$ cat src/rtl/elapsed_timer_pkg.sv
// Shared types for the elapsed-seconds timer.
// Assumes one BCD digit fits in DIGIT_W bits.
package elapsed_timer_pkg;
    localparam int DIGIT_W = 4;
    typedef logic [DIGIT_W-1:0] digit_t;
endpackage

$ cat src/rtl/bcd_digit.sv
// One decimal digit slice that counts 0..LAST and wraps to 0.
// Assumes the value never exceeds LAST. Under that assumption, "all bits set in
// LAST are high" can only be true at LAST itself, so the wrap decode needs just
// those bits (bits 3 and 0 when LAST is 9).
module bcd_digit #(
    parameter int W    = 4,
    parameter int LAST = 9
) (
    input  logic         clk,
    input  logic         rst_n,
    input  logic         clr,
    input  logic         step,
    output logic [W-1:0] value,
    output logic         at_last
);
    localparam logic [W-1:0] LAST_V = W'(LAST);

    // Wrap detect: every bit that is set in LAST is high in value.
    always_comb at_last = ((value & LAST_V) == LAST_V);

    // Digit register: reset and clear win, then step with wrap at LAST.
    always_ff @(posedge clk) begin
        if (!rst_n || clr)
            value <= '0;
        else if (step)
            value <= at_last ? '0 : value + W'(1);
    end
endmodule

$ cat src/rtl/run_toggle.sv
// Run flag that inverts on each start/stop pulse.
// Assumes the pulse is one cycle wide. Comes out of reset cleared.
module run_toggle (
    input  logic clk,
    input  logic rst_n,
    input  logic toggle,
    output logic run
);
    // Flag register: cleared by reset, inverted by a pulse.
    always_ff @(posedge clk) begin
        if (!rst_n)
            run <= 1'b0;
        else if (toggle)
            run <= ~run;
    end
endmodule

$ cat src/rtl/elapsed_timer.sv
// 00..59 elapsed-seconds timer made of a chain of BCD digit slices.
// Assumes clean single-cycle tick, toggle and clear pulses on clk. The tick,
// qualified by the run flag, is the clock enable of the lowest digit. Each
// higher digit is enabled when every digit below it is at its last value.
module elapsed_timer #(
    parameter int UNITS_LAST = 9,
    parameter int TENS_LAST  = 5
) (
    input  logic       clk,
    input  logic       rst_n,
    input  logic       tick_i,
    input  logic       toggle_i,
    input  logic       clear_i,
    output logic [3:0] units_o,
    output logic [3:0] tens_o,
    output logic       running_o
);
    import elapsed_timer_pkg::*;

    localparam int NUM_DIGITS = 2;

    logic   run;
    digit_t dig_val  [NUM_DIGITS];
    logic   dig_last [NUM_DIGITS];
    logic   dig_step [NUM_DIGITS];

    run_toggle u_run (
        .clk    (clk),
        .rst_n  (rst_n),
        .toggle (toggle_i),
        .run    (run)
    );

    for (genvar g = 0; g < NUM_DIGITS; g++) begin : g_digit
        localparam int LIM = (g == 0) ? UNITS_LAST : TENS_LAST;

        if (g == 0) begin : g_low
            // Lowest digit steps on a tick while running.
            assign dig_step[g] = tick_i & run;
        end else begin : g_high
            // Higher digit steps when the digit below wraps.
            assign dig_step[g] = dig_step[g-1] & dig_last[g-1];
        end

        bcd_digit #(.W(DIGIT_W), .LAST(LIM)) u_digit (
            .clk     (clk),
            .rst_n   (rst_n),
            .clr     (clear_i),
            .step    (dig_step[g]),
            .value   (dig_val[g]),
            .at_last (dig_last[g])
        );
    end

    // Output mapping.
    assign units_o   = dig_val[0];
    assign tens_o    = dig_val[1];
    assign running_o = run;
endmodule

$ cat config.mk
export PLATFORM = sky130hd
export DESIGN_NAME = elapsed_timer
export DESIGN_NICKNAME = d
export VERILOG_FILES = /design/src/rtl/elapsed_timer_pkg.sv /design/src/rtl/bcd_digit.sv /design/src/rtl/run_toggle.sv /design/src/rtl/elapsed_timer.sv
export SDC_FILE = /design/constraint.sdc
export NUM_CORES = 1
export LEC_CHECK = 0
export BUFFER_PORTS_ARGS = -buffer_cell sky130_fd_sc_hd__buf_4
export CAP_MARGIN = 20
export CORE_AREA = 5 5 42 44
export DETAILED_ROUTE_END_ITERATION = 8
export DIE_AREA = 0 0 47 49
export GPL_ROUTABILITY_DRIVEN = 0
export PLACE_DENSITY = 0.5
export RECOVER_POWER = 25
export SYNTH_ARGS = -nofsm -noshare
export SYNTH_HDL_FRONTEND = slang
export SYNTH_SLANG_ARGS = --single-unit
export TNS_END_PERCENT = 30
$ cat constraint.sdc
create_clock -name clk -period 2 [get_ports clk]
set_clock_uncertainty 0.2 [all_clocks]
set_input_delay 0.2 -clock clk [delete_from_list [all_inputs] [get_ports clk]]
set_output_delay 0.2 -clock clk [all_outputs]
set_load 0.01 [all_outputs]
; ---- Word-level counts from Yosys, hierarchy flattened
; Cells that the tools add are included.
[totals]
regBits = 9
inputBits = 5
out_inout_bits = 9
wordCells = 14
[op_classes]
n_addsub = 2
n_eq_ne = 2
mux = 2
bitwise_logic = 3
n_reduce_logical = 2
[op_table]
columns = op, n
row1 = $add 4x1->4 const B, 2
row2 = $mux 4, 2
row3 = $eq 2x2->1 const B, 2
row4 = $and 1x1->1, 2
row5 = $logic_not 1->1, 1
row6 = $logic_or 1x1->1, 1
row7 = $not 1->1, 1

; ---- Longest topological paths before layout
[logic_depth]
depth_word = 2
mapped_depth = 4
depth_no_buf = 4

; ---- Cells and area by module
; From an unflattened synthesis, not the netlist that was laid out.
[unflattened]
cells_unflattened = 40
hier_area_um2 = 401.6
[modules_own_cells]
columns = mod, n_inst, cells_per_inst, area_per_inst_um2, seq_area_each_um2
row1 = bcd_digit (g_digit[0].u_digit), 1, 17, 182.7, 80.1
row2 = bcd_digit (g_digit[1].u_digit), 1, 18, 171.4, 80.1
row3 = run_toggle, 1, 3, 35.0, 20.0
row4 = elapsed_timer, 1, 2, 12.5, 0.0

; ---- Worst setup path before layout
; Ideal clock, no wire load.
[synth_timing]
path_kind = register to register
startpoint = register u_run.run
endpoint = register g_digit[1].u_digit.value[3]
setup_time_ns = 0.116
t_arrival_ns = 0.876
required_ns = 1.684
setup_slack_ns = 0.808
stages_incl_launch_ff = 3
n_path_buf = 0
period_less_slack_ns = 1.192
cell_sequence = dfxtp_1 > nand4_1 > o211a_1
[synth_via]
elab_chain_len = 2
[synth_rtl]
columns = element, line_no
row1 = start: declaration, run_toggle.sv:7  ; output logic run
row2 = start signal: assignment, run_toggle.sv:14  ; run <= ~run;
row3 = $and 1x1->1, elapsed_timer.sv:39  ; assign dig_step[g] = tick_i & run;
row4 = $and 1x1->1, elapsed_timer.sv:42  ; assign dig_step[g] = dig_step[g-1] & dig_last[g-1];
row5 = end signal: assignment, bcd_digit.sv:26  ; value <= at_last ? '0 : value + W'(1);
row6 = end: declaration, bcd_digit.sv:13  ; output logic [W-1:0] value,
; Every way passes these cells.
; A chain may end at the register's enable or synchronous reset.

; ---- Final worst setup path
[layout_timing]
startpoint = input port rst_n
endpoint = register g_digit[0].u_digit.value[1]
[layout_via]
elab_chain_len = 2
[layout_rtl]
columns = element, line_no
row1 = start: declaration, elapsed_timer.sv:10  ; input logic rst_n,
row2 = $logic_not 1->1, bcd_digit.sv:23  ; if (!rst_n || clr)
row3 = $logic_or 1x1->1, bcd_digit.sv:23
row4 = end signal: assignment, bcd_digit.sv:26
row5 = end: declaration, bcd_digit.sv:13
; Every way passes these cells.

==> results.md <==
- Fraction of layout cells with a size suffix above 1: 0.2712
- Top cells by area, synth: dfxtp_1 (48%), xor2_1 (7.0%), ha_1 (6.6%)
- Die ar.: 0.002303 mm^2
- Initial antenna violation count: 0
- Root Driver: clkbuf_4
- Period utilisation layout: 0.6449
- Initial Util: 0.2696
- Longest Clk Path Bufs: 2
- Worst EP arrival: 1.29 ns
- Final hold vios: 0
- Commonest non-fill, non-tap cell in the layout: buf_4
- Net switching power: 81.68 uW
- Worst slew pin tran: 0.2428 ns
- Startpoint types: primary input
- Reg2Reg Capture Point: g_digit[1].u_digit.value[3]$_SDFFE_PP0P_
- Drt initial violations: 3
- All-Layer GR Usage: 0.08045
- Biggest area consumer among synthesized cells: dfxtp_1
- Vias: 344
- Critical path type: in -> reg
- Number of routed nets with antenna violations: 0
- Yosys warns: 0
- Clock tree from TritonCTS: built
- Max stage delay on crit path: 0.53 ns
- Core Footprint: 0.001401 mm^2
- DR DRC count: 0
- Post-synthesis simple-gate area fraction: 0.2550
- # setup viols final: 0
- Post-synthesis adder-cell area fraction: 0.06623
- Worst EP required: 2.00 ns
- Drt first pass iters: 4
- # nets final: 67
- Clock net sink count: 9
- Largest family of logic cells by synthesized area: simple AND/OR/NAND/NOR gates
- Largest net degree at the start of global routing: 9
- Quantity of gates resized following cts: 0
- Synth Register Bits: 9
- Clk pwr share: 0.402
- Gate power share: 0.071
- RR Startpoint: u_run.run$_SDFFE_PN0P_
- Htree depth: 1
- Gr ovfl total: 0
- Mapped Cells: 41
- Setup TNS: 0 ns
- Run status: complete, no violations
- Part of the Yosys area used for sequential elements: 0.4768
- Power Internal: 273.6 uW
- XOR/XNOR Fraction of Synth Area: 0.09272
- Clock-pin slew on the worst setup and hold paths: 0.06 ns
- Distinct cell type count after synthesis: 17
- Max-Slew Margin vs Limit: 0.8379
- Worst-path cell chain: dlygate4sd3_1 > buf_4 > nor2b_1 > nand2_1 > a21oi_1
- Worst IR Drop VDD: 0.3192 mV
- Compound-gate portion of the synthesized area: 0.1093
- Reg2Reg Depth: 2
- Multiplexer share of the synthesized area: 0
- N_diodes: 0
- Die X: 47 um
- Post-layout min period: 1.290 ns
- CTS Buf Count: 3
- Most frequent cells in the layout: buf_4 (11), dfxtp_1 (9), nand2_1 (5), nor2_1 (5)
- Vias in the first global route: 347
- Power Dens Cells: 677.8 mW/mm^2
- Slowest cell on crit path: dlygate4sd3_1
- Hold path start: clear_i
- Area share of the largest cell type after synthesis: 0.4768
- Crit. End Element: flop
- Slew Limit Fails: 0
- RSZ-0062 raised after global routing: false
- Net Sw Frac: 0.2299
- Die Span Y: 49 um
- Drt via density: 4.587
- Mean post-synth cell area: 9.216 um^2
- Ports: 14
- Reg power frac: 0.527
- Worst-skew pair later-pin latency: 0.26 ns
- Port buffer count: 13
- Max Cap Viol: 0
- Drt wl/cell: 10.67 um
- Hold slack: 0.01835 ns
- Max frequency: 0.7754 GHz
- Worst min path class: in -> reg
- Row count: 14
- Hold endpoint: g_digit[1].u_digit.value[3]$_SDFFE_PP0P_
- Leak pwr: 0.0002277 uW
- Worst-path fanout max: 3
- Reg-to-reg slack, setup: 0.77 ns
- Area Overhead vs Synth: 38.74%
- Post-Syn Area: 377.9 um^2
- Depth of the worst hold-timing path: 3
- Mapped Nets: 48
- Final wirelength: 800 um
- First-pass GRT wire length: 1.345 mm
timing repair:
| action | 4_1_cts | 5_1_grt |
|---|---|---|
| setup buffers | 0 | 0 |
| hold buffers | 1 | 0 |
| endpoints found under the hold margin | 1 | 0 |
how the worst max path moves through the flow:
stage | endpoint | cells past startpoint | startpoint | slack (ns)
floorplan | g_digit[1].u_digit.value[3]$_SDFFE_PP0P_ | 2 | u_run.run$_SDFFE_PN0P_ | 0.81
global placement | g_digit[1].u_digit.value[3]$_SDFFE_PP0P_ | 2 | u_run.run$_SDFFE_PN0P_ | 0.75
detailed placement | g_digit[1].u_digit.value[3]$_SDFFE_PP0P_ | 2 | u_run.run$_SDFFE_PN0P_ | 0.76
CTS | g_digit[0].u_digit.value[1]$_SDFFE_PP0P_ | 5 | rst_n | 0.68
global route | g_digit[0].u_digit.value[1]$_SDFFE_PP0P_ | 5 | rst_n | 0.58
finish | g_digit[0].u_digit.value[1]$_SDFFE_PP0P_ | 5 | rst_n | 0.71
worst max-delay path: cells and delay by family:
kind                   cells  cell delay (ns)
buffers and inverters      2             0.64
AO/OA/AOI/OAI              1             0.12
AND/OR/NAND/NOR            2             0.33
power by group through the flow:
stage	combinational, uW	clock, uW	sequential (uW)
finish	25.2	143	187
global route	28.7	155	188
CTS	25.8	150	187
detailed placement	24.1	0	191
global placement	24.4	0	191
floorplan	9.21	0	192
synthesized netlist by cell type:
cell,instances
and3_2,1
nand2b_1,1
and2_1,1
nand4_1,1
ha_1,2
nor2_1,5
dfxtp_1,9
nand2_1,5
xor2_1,3
o21ai_0,2
and4_4,1
xnor2_1,1
a21oi_1,3
a31oi_1,1
nand3_1,3
nor2b_1,1
o211a_1,1
flip-flops by register name, indices dropped and copies added (netlist names):
register / count
g_digit.u_digit.value: 8
u_run.run: 1
cells by family (layout without fill, tap and decap cells):
logic type                 Yosys count  after routing
and+or+nand+nor                     19             19
xor gates and xnor gates             4              4
buffers and inverters                0             18
adders and majority gates            2              2
AOI/OAI and AO/OA                    7              7
DFF                                  9              9
metrics by stage:
stage / worst slack (ns) / total power (uW) / std cells / cell area, um^2 / utilization
finish: 0.7103 / 355.3 / 75 / 524.3 / 0.3741
global route: 0.5846 / 371.6 / 75 / 524.3 / 0.3741
floorplan: 0.8081 / 201.1 / 41 / 377.9 / -
global placement: 0.7504 / 215.8 / 70 / 495.5 / 0.3536
detailed placement: 0.7609 / 215.5 / 70 / 495.5 / 0.3536
CTS: 0.6823 / 363.0 / 75 / 531.8 / 0.3795
metal layers:
layer / routed length [um] / GRT usage / vias up
met1: 343 / 0.09292 / 156
met4: 0 / 0.01382 / 0
li1: - / - / 179
met5: 0 / 0 / -
met2: 397 / 0.1222 / 9
met3: 59 / 0.05535 / 0
cell type report:
cell class                 count  area (um^2)
sequential                     9        180.2
fill                         158        877.1
tap                           16        20.02
timing repair buffer          14        100.1
clock buffer                   4        26.28
multi-input combinational     32        197.7
(Power assumes the default switching activity.)
